<file path="src/rtl/lcd4_pkg.sv">
`timescale 1ns/1ps
package lcd4_pkg;

   localparam int N_STEPS = 12;

   typedef enum logic [2:0] {
      GAP_NIB,
      GAP_CMD,
      GAP_CLR,
      GAP_RST1,
      GAP_RST2
   } gap_e;

   typedef enum logic [2:0] {
      ST_PWR,
      ST_ISSUE,
      ST_PULSE,
      ST_GAP,
      ST_DONE
   } seq_st_e;

   typedef enum logic [1:0] {
      PH_IDLE,
      PH_SETUP,
      PH_HIGH,
      PH_HOLD
   } strobe_ph_e;

   typedef struct packed {
      logic [3:0] nib;
      gap_e       gap;
   } step_t;

   // Convert microseconds to clock cycles, rounding up, never below 1.
   function automatic int cyc_of(input longint hz, input longint us);
      longint r;
      r = (hz * us + 999_999) / 1_000_000;
      if (r < 1) r = 1;
      return int'(r);
   endfunction

   // Nibble and following wait for each step of the start-up sequence.
   function automatic step_t step_at(input logic [3:0] idx, input logic two_line,
                                     input logic tall_font, input logic incr,
                                     input logic shift);
      step_t s;
      s = '{nib: 4'h0, gap: GAP_NIB};
      case (idx)
         4'd0:    s = '{nib: 4'h3, gap: GAP_RST1};
         4'd1:    s = '{nib: 4'h3, gap: GAP_RST2};
         4'd2:    s = '{nib: 4'h3, gap: GAP_CMD};
         4'd3:    s = '{nib: 4'h2, gap: GAP_CMD};
         4'd4:    s = '{nib: 4'h2, gap: GAP_NIB};
         4'd5:    s = '{nib: {two_line, tall_font, 2'b00}, gap: GAP_CMD};
         4'd6:    s = '{nib: 4'h0, gap: GAP_NIB};
         4'd7:    s = '{nib: 4'h8, gap: GAP_CMD};
         4'd8:    s = '{nib: 4'h0, gap: GAP_NIB};
         4'd9:    s = '{nib: 4'h1, gap: GAP_CLR};
         4'd10:   s = '{nib: 4'h0, gap: GAP_NIB};
         4'd11:   s = '{nib: {2'b01, incr, shift}, gap: GAP_CMD};
         default: s = '{nib: 4'h0, gap: GAP_NIB};
      endcase
      return s;
   endfunction

endpackage

</file>
<file path="src/rtl/lcd4_delay.sv">
`timescale 1ns/1ps
module lcd4_delay #(
   parameter int W    = 20,
   parameter int INIT = 1
) (
   input  logic         clk,
   input  logic         rst_n,
   input  logic         load,
   input  logic [W-1:0] count,
   output logic         expired
);

   logic [W-1:0] cnt_q;

   always_ff @(posedge clk or negedge rst_n) begin
      if (!rst_n) begin
         cnt_q <= W'(INIT);
      end else if (load) begin
         cnt_q <= count;
      end else if (cnt_q != '0) begin
         cnt_q <= cnt_q - 1'b1;
      end
   end

   assign expired = (cnt_q == '0);

endmodule

</file>
<file path="src/rtl/lcd4_strobe.sv">
`timescale 1ns/1ps
module lcd4_strobe
   import lcd4_pkg::*;
#(
   parameter int SETUP_CYC = 1,
   parameter int EN_CYC    = 1,
   parameter int HOLD_CYC  = 1
) (
   input  logic       clk,
   input  logic       rst_n,
   input  logic       start,
   input  logic [3:0] nib_in,
   output logic       e_o,
   output logic [3:0] db_o,
   output logic       busy_o
);

   localparam int SW      = $clog2(SETUP_CYC + EN_CYC + HOLD_CYC + 1);
   localparam int HOLD_LD = (HOLD_CYC > 0) ? HOLD_CYC - 1 : 0;

   strobe_ph_e   ph_q;
   strobe_ph_e   after_high;
   logic [SW-1:0] cnt_q;

   initial begin : elab_chk
      if (SETUP_CYC < 1) $error("lcd4_strobe: SETUP_CYC must be at least 1");
      if (EN_CYC < 1)    $error("lcd4_strobe: EN_CYC must be at least 1");
      if (HOLD_CYC < 0)  $error("lcd4_strobe: HOLD_CYC must not be negative");
   end

   generate
      if (HOLD_CYC > 0) begin : g_hold
         assign after_high = PH_HOLD;
      end else begin : g_no_hold
         assign after_high = PH_IDLE;
      end
   endgenerate

   always_ff @(posedge clk or negedge rst_n) begin
      if (!rst_n) begin
         ph_q  <= PH_IDLE;
         cnt_q <= '0;
         e_o   <= 1'b0;
         db_o  <= 4'h0;
      end else begin
         unique case (ph_q)
            PH_IDLE: begin
               if (start) begin
                  db_o  <= nib_in;
                  ph_q  <= PH_SETUP;
                  cnt_q <= SW'(SETUP_CYC - 1);
               end
            end
            PH_SETUP: begin
               if (cnt_q == '0) begin
                  ph_q  <= PH_HIGH;
                  e_o   <= 1'b1;
                  cnt_q <= SW'(EN_CYC - 1);
               end else begin
                  cnt_q <= cnt_q - 1'b1;
               end
            end
            PH_HIGH: begin
               if (cnt_q == '0) begin
                  e_o   <= 1'b0;
                  ph_q  <= after_high;
                  cnt_q <= SW'(HOLD_LD);
               end else begin
                  cnt_q <= cnt_q - 1'b1;
               end
            end
            PH_HOLD: begin
               if (cnt_q == '0) ph_q <= PH_IDLE;
               else             cnt_q <= cnt_q - 1'b1;
            end
            default: ph_q <= PH_IDLE;
         endcase
      end
   end

   assign busy_o = (ph_q != PH_IDLE);

endmodule

</file>
<file path="src/rtl/lcd4_init_seq.sv">
`timescale 1ns/1ps
module lcd4_init_seq
   import lcd4_pkg::*;
#(
   parameter int CLK_HZ    = 50_000_000,
   parameter int T_PWR_US  = 16_000,
   parameter int T_RST1_US = 4_200,
   parameter int T_RST2_US = 150,
   parameter int T_CMD_US  = 50,
   parameter int T_CLR_US  = 2_000,
   parameter int T_NIB_US  = 1,
   parameter int T_EN_US   = 1
) (
   input  logic       clk,
   input  logic       rst_n,
   input  logic       cfg_two_line,
   input  logic       cfg_tall_font,
   input  logic       cfg_incr,
   input  logic       cfg_shift,
   output logic       lcd_rs,
   output logic       lcd_rw,
   output logic       lcd_e,
   output logic [3:0] lcd_db,
   output logic       init_done
);

   localparam int PWR_CYC   = cyc_of(CLK_HZ, T_PWR_US);
   localparam int RST1_CYC  = cyc_of(CLK_HZ, T_RST1_US);
   localparam int RST2_CYC  = cyc_of(CLK_HZ, T_RST2_US);
   localparam int CMD_CYC   = cyc_of(CLK_HZ, T_CMD_US);
   localparam int CLR_CYC   = cyc_of(CLK_HZ, T_CLR_US);
   localparam int NIB_CYC   = cyc_of(CLK_HZ, T_NIB_US);
   localparam int EN_CYC    = cyc_of(CLK_HZ, T_EN_US);
   localparam int EDGE_CYC  = 1 + CLK_HZ / 10_000_000;
   localparam int DW        = $clog2(PWR_CYC + 1);
   localparam logic [3:0] LAST_IDX = 4'(N_STEPS - 1);

   initial begin : elab_chk
      if (CLK_HZ < 1_000_000) $error("lcd4_init_seq: CLK_HZ below 1 MHz");
      if (T_PWR_US <= 15_000) $error("lcd4_init_seq: power-up wait too short");
      if (T_RST1_US <= 4_100) $error("lcd4_init_seq: first reset wait too short");
      if (T_RST2_US <= 100)   $error("lcd4_init_seq: second reset wait too short");
      if (T_EN_US < 1)        $error("lcd4_init_seq: enable pulse too short");
      if (RST1_CYC > PWR_CYC || CLR_CYC > PWR_CYC || CMD_CYC > PWR_CYC ||
          RST2_CYC > PWR_CYC || NIB_CYC > PWR_CYC)
         $error("lcd4_init_seq: power-up wait must be the longest delay");
   end

   seq_st_e       st_q;
   logic [3:0]    idx_q;
   step_t         cur;
   logic          strb_start;
   logic          strb_busy;
   logic          dly_load;
   logic          dly_zero;
   logic [DW-1:0] gap_cnt;

   assign cur        = step_at(idx_q, cfg_two_line, cfg_tall_font, cfg_incr, cfg_shift);
   assign strb_start = (st_q == ST_ISSUE);
   assign dly_load   = (st_q == ST_PULSE) && !strb_busy;

   always_comb begin
      case (cur.gap)
         GAP_RST1: gap_cnt = DW'(RST1_CYC);
         GAP_RST2: gap_cnt = DW'(RST2_CYC);
         GAP_CMD:  gap_cnt = DW'(CMD_CYC);
         GAP_CLR:  gap_cnt = DW'(CLR_CYC);
         default:  gap_cnt = DW'(NIB_CYC);
      endcase
   end

   lcd4_delay #(
      .W    (DW),
      .INIT (PWR_CYC)
   ) delay_i (
      .clk     (clk),
      .rst_n   (rst_n),
      .load    (dly_load),
      .count   (gap_cnt),
      .expired (dly_zero)
   );

   lcd4_strobe #(
      .SETUP_CYC (EDGE_CYC),
      .EN_CYC    (EN_CYC),
      .HOLD_CYC  (EDGE_CYC)
   ) strobe_i (
      .clk    (clk),
      .rst_n  (rst_n),
      .start  (strb_start),
      .nib_in (cur.nib),
      .e_o    (lcd_e),
      .db_o   (lcd_db),
      .busy_o (strb_busy)
   );

   always_ff @(posedge clk or negedge rst_n) begin
      if (!rst_n) begin
         st_q  <= ST_PWR;
         idx_q <= 4'd0;
      end else begin
         unique case (st_q)
            ST_PWR:   if (dly_zero) st_q <= ST_ISSUE;
            ST_ISSUE: st_q <= ST_PULSE;
            ST_PULSE: if (!strb_busy) st_q <= ST_GAP;
            ST_GAP: begin
               if (dly_zero) begin
                  if (idx_q == LAST_IDX) begin
                     st_q <= ST_DONE;
                  end else begin
                     idx_q <= idx_q + 4'd1;
                     st_q  <= ST_ISSUE;
                  end
               end
            end
            ST_DONE:  st_q <= ST_DONE;
            default:  st_q <= ST_PWR;
         endcase
      end
   end

   assign lcd_rs    = 1'b0;
   assign lcd_rw    = 1'b0;
   assign init_done = (st_q == ST_DONE);

endmodule

</file>
<file path="config.mk">
export PLATFORM = sky130hd
export DESIGN_NAME = lcd4_init_seq
export DESIGN_NICKNAME = d
export VERILOG_FILES = /design/src/rtl/lcd4_pkg.sv /design/src/rtl/lcd4_delay.sv /design/src/rtl/lcd4_strobe.sv /design/src/rtl/lcd4_init_seq.sv
export SDC_FILE = /design/constraint.sdc
export NUM_CORES = 1
export LEC_CHECK = 0
export ABC_AREA = 1
export BUFFER_PORTS_ARGS = -buffer_cell sky130_fd_sc_hd__buf_2
export CAP_MARGIN = 20
export CORE_MARGIN = 2
export CORE_UTILIZATION = 60
export CTS_BUF_LIST = sky130_fd_sc_hd__clkbuf_8
export CTS_CLUSTER_SIZE = 24
export DETAILED_ROUTE_END_ITERATION = 7
export PLACE_DENSITY_LB_ADDON = 0.05
export SLEW_MARGIN = 20
export SYNTH_ARGS = -nofsm -noshare
export SYNTH_HDL_FRONTEND = slang
export SYNTH_SLANG_ARGS = --single-unit
export TNS_END_PERCENT = 100
</file>
<file path="constraint.sdc">
create_clock -name clk -period 5.2 [get_ports clk]
set_clock_uncertainty 0.15 [all_clocks]
set_input_delay 1.04 -clock clk [delete_from_list [all_inputs] [get_ports clk]]
set_output_delay 1.04 -clock clk [all_outputs]
set_load 0.005 [all_outputs]
</file>
# After elaboration in Yosys (flattened, before gate mapping)
# Cells that the tools add are included.
# totals
regBits	40
in_bits	6
wordCells	77
# classes
n_addsub	3
n_eq_ne	27
n_mux	22
n_bitwise	1
n_reduce_logical	17
# ops
operator	n
18-bit one-hot mux with 4 select lines	1
7-bit one-hot mux with 9 select lines	1
20-bit two-way mux	2
6-bit two-way mux	4
6-bit one-hot mux with 4 select lines	1
20-bit zero test	1
20-bit nonzero test	1
20-bit by 1-bit subtractor with 20-bit output, second input constant	1
3-bit one-hot mux with 5 select lines	1
3-bit by 2-bit equality test with 1-bit output, second input constant	4
4-bit by 3-bit equality test with 1-bit output, second input constant	3
3-bit two-way mux	4
2-bit by 1-bit inequality test with 1-bit output, second input constant	5
3-bit AND reduction	3
4-bit by 2-bit equality test with 1-bit output, second input constant	2
4-bit equality test, second input constant	2
2-bit two-way mux	4
2-bit one-hot mux with 4 select lines	1
3-bit by 1-bit equality test with 1-bit output, second input constant	2
3-bit equality test, second input constant	2
6-bit zero test	1
2-bit inequality test, second input constant	3
2-bit nonzero test	3
6-bit by 1-bit subtractor with 6-bit output, second input constant	1
other kinds (14)	17

# Longest topological paths before layout
# logic_depth
depth_word	5
ltp_mapped	14
depth_no_buf	14

# By module
# From an unflattened synthesis, not the netlist that was laid out.
# unflattened
cells_unflattened	406
hier_area_um2	2957.8
# modules_own_cells
mod	instances	cells_per_inst	area_per_inst_um2
lcd4_delay	1	209	1397.6
lcd4_strobe	1	100	855.8
lcd4_init_seq	1	97	704.4

# Worst setup path after synthesis
# Ideal clock, no wire load.
# synth_timing
kind	register to output
startpoint	register st_q[0]
endpoint	output init_done
t_arrival_ps	668
t_required_ps	4010
slack_ps	3342
stages_incl_launch_ff	4
path_buffers	0
cell_sequence	dfrtp_1 nor2_1 inv_1 nor2_1
# synth_via
elab_chain_len	1
# synth_rtl
element	line	text
start: declaration	lcd4_init_seq.sv:49	seq_st_e st_q;
start signal: assignment	lcd4_init_seq.sv:99	st_q <= ST_PWR;
start signal: assignment	lcd4_init_seq.sv:103	ST_PWR: if (dly_zero) st_q <= ST_ISSUE;
start signal: assignment	lcd4_init_seq.sv:104	ST_ISSUE: st_q <= ST_PULSE;
3-bit equality test	lcd4_init_seq.sv:124	assign init_done = (st_q == ST_DONE);
end: declaration	lcd4_init_seq.sv:24	output logic init_done
# Every way passes these cells.

# Worst setup path after layout
# Ends and elaborated chain as after synthesis.

==> results.cfg <==
[floorplan]
die_width_um = 71.7
num_rows = 24
core_area_sq_um = 4380
initial_core_util_pct = 62.8
die_y_um = 71.7
ios = 14
die_area_sq_um = 5150

[global_route]
grt-ovfl-total = 0
antenna_found_initial = 0
grt_max_degree = 41
grt_pass1_vias = 2338
grt_util_all_layers_pct = 25.7
grt_first_pass_wirelength_um = 10400

[drt]
drtAntennaViolNets = 0
routedWlPerCell_um = 13.0
via_count = 2440
drt_iter0_markers = 236
drc = 0
viasPerCell = 5.39
firstDrtPassIters = 4
wl_um = 5900

[critical_path]
cp-start-kind = flip-flop
crit_family = flip-flops
arrival_ns = 1.11
cpMostUsedCell = nor2_1
crit_chain = nor2_1, inv_1, nor2_1, buf_2
worstPathRequired_ns = 4.01
cp.buffers_inverters = 2
cpMaxStageDelayCell = dfrtp_1
crit_fanout = 5
critPathKind = reg2out
end_kind = primary output
worst_path_largest_cell_delay_ns = 0.42

[layout]
n_antenna_cell = 0
nets = 417
area_delta_synth_final_pct = 7.95
final_common_cell = nand2_1
final_cell_mix = nand2_1 (84), nor2_1 (56), inv_1 (55)
drive_above_1_share_pct = 11.7
fin_area_sq_um = 2970

[sta]
period_minus_slack_ns = 2.30
relSlewSlack_pct = 41.0
max_freq_mhz = 435
worst_slew_pin_slew_ns = 0.885
rsz0062_at_grt = false
setup_viol = 0
drv_slew = 0
fin_tns_setup_ns = 0
hold_viol = 0
finalCritPeriodShare_pct = 44.2

[pwr]
post-layout-total-power_w = 0.000594
max-vdd-ir-drop_mv = 0.152
total_leakage_power_nw = 1.65
pwr_density_cell_nw_per_um2 = 200

[yosys]
synthTopCellsByArea = dfrtp_1 (31%), nand2_1 (11%), nor2_1 (7.6%)
synthCells = 385
synth_seq_cells = 40
yosysTopAreaCell = dfrtp_1
synth-seq-area-share_pct = 36.6
netlist_area_sq_um = 2750
synth.avg_cell_area_sq_um = 7.15
synth_top_cell_area_share_pct = 30.9
yosysUniqueCellTypes = 36
synth_warnings = 0

[clocking]
cts_max_level = 2
postCtsHoldBufs = 0
clkLatencyLatePin_ns = 0.29
ctsLongestPathBuffers = 2
cts_resized = 0
cts.reportedPaths.clkPinSlew_ns = 0.08
clock_tree.root_cell = clkbuf_8
numClockSinks = 40
postCtsSetupRepairBufs = 0
cts-buffers-inserted = 5
cts_tree = done

[placed_design]
numPortBuffers = 11
place_congestion = 0.932
dpl_cell_area_sq_um = 2850
hpwl_um = 4560

[run_status]
status = complete, no violations

[min_path]
worstHoldPathType = reg2reg

[run]
cap_violations = 0
==> flip-flops by register name (all words and copies together) (netlist names) <==
register        cells
strobe_i.db_o       4
delay_i.cnt_q      20
st_q                3
strobe_i.cnt_q      6
strobe_i.e_o        1
idx_q               4
strobe_i.ph_q       2
==> where the power goes <==
group,internal [W],switching [W]
sequential,0.000311,0
combinational,0.00000142,0.00000672
clock,0.000169,0.000106
==> worst paths after layout <==
kind                       slack (ns)  cells after the start                         start                            to
min in group asynchronous        0.72                      1                         rst_n  delay_i.cnt_q[4]$_DFFE_PN0P_
hold reg to reg                  0.33                      1  strobe_i.db_o[0]$_DFFE_PN0P_  strobe_i.db_o[0]$_DFFE_PN0P_
setup / recovery                 2.90                      4           st_q[0]$_DFFE_PN0P_                     init_done
max in group asynchronous        3.63                      1                         rst_n           st_q[0]$_DFFE_PN0P_
setup reg to reg                 2.93                      8  strobe_i.ph_q[1]$_DFFE_PN0P_  delay_i.cnt_q[5]$_DFFE_PN0P_
hold / removal                   0.33                      1  strobe_i.db_o[0]$_DFFE_PN0P_  strobe_i.db_o[0]$_DFFE_PN0P_
==> synthesized netlist by cell type (all sizes together) <==
| library cell | number |
|---|---|
| a21boi | 1 |
| a21o | 2 |
| a21oi | 19 |
| a31oi | 2 |
| buf | 4 |
| conb | 1 |
| dfrtp | 34 |
| dfstp | 6 |
| ha | 11 |
| inv | 59 |
| nand2 | 86 |
| nand3 | 29 |
| nand3b | 3 |
| nand4 | 8 |
| nor2 | 67 |
| nor3 | 5 |
| o211ai | 2 |
| o21a | 1 |
| o21ai | 29 |
| o21bai | 2 |
| o22ai | 4 |
| or2 | 1 |
| xnor2 | 1 |
| xor2 | 8 |
==> layout make-up <==
| class | instances | area, sq um |
|---|---|---|
| clock buffers | 7 | 96.3 |
| clock inverters | 1 | 30.0 |
| fillers | 377 | 1410 |
| inverters | 59 | 221 |
| multi-input cells | 283 | 1500 |
| flip-flops and latches | 40 | 1010 |
| well taps | 52 | 65.1 |
| repair buffers | 11 | 55.1 |
==> layer usage <==
layer / track usage, % / share of wire (%)
met1: 33.4 / 46
met2: 43.7 / 48
met3: 4.36 / 3.9
met4: 8.60 / 2.2
met5: 0 / 0
==> stage by stage <==
| step | util (%) | worst slack [ns] | cells | hold slack, ns |
|---|---|---|---|---|
| 2_1_floorplan | - | 3.34 | 386 | 0.322 |
| 3_3_place_gp | 64.9 | 3.04 | 445 | 0.315 |
| 3_5_place_dp | 64.9 | 2.95 | 445 | 0.311 |
| 4_1_cts | 67.8 | 2.89 | 453 | 0.333 |
| 5_1_grt | 67.8 | 2.71 | 453 | 0.352 |
| 6_report | 67.8 | 2.90 | 453 | 0.327 |
==> worst register-to-register path, stage by stage (launching register included) <==
cell and delay, ns:
dfrtp_1 0.40, inv_1 0.11, ha_1 0.24, inv_1 0.13, nor2_4 0.36, inv_1 0.33, nand3_2 0.21, inv_1 0.12
a21oi_1 0.14
==> kinds of logic (layout without fill, tap and decap cells) <==
family                   Yosys count  count (layout)  synth area share [%]
AND/OR/NAND/NOR                  199             199                  33.9
buffers and inverters             63              78                  9.18
AO/OA/AOI/OAI                     62              62                  12.3
flip-flops                        40              40                  36.6
adder cells (fa/ha/maj)           11              11                  5.00
XOR/XNOR                           9               9                  2.86
other                              1               2                 0.136
Power figures use the tool's default switching activity.
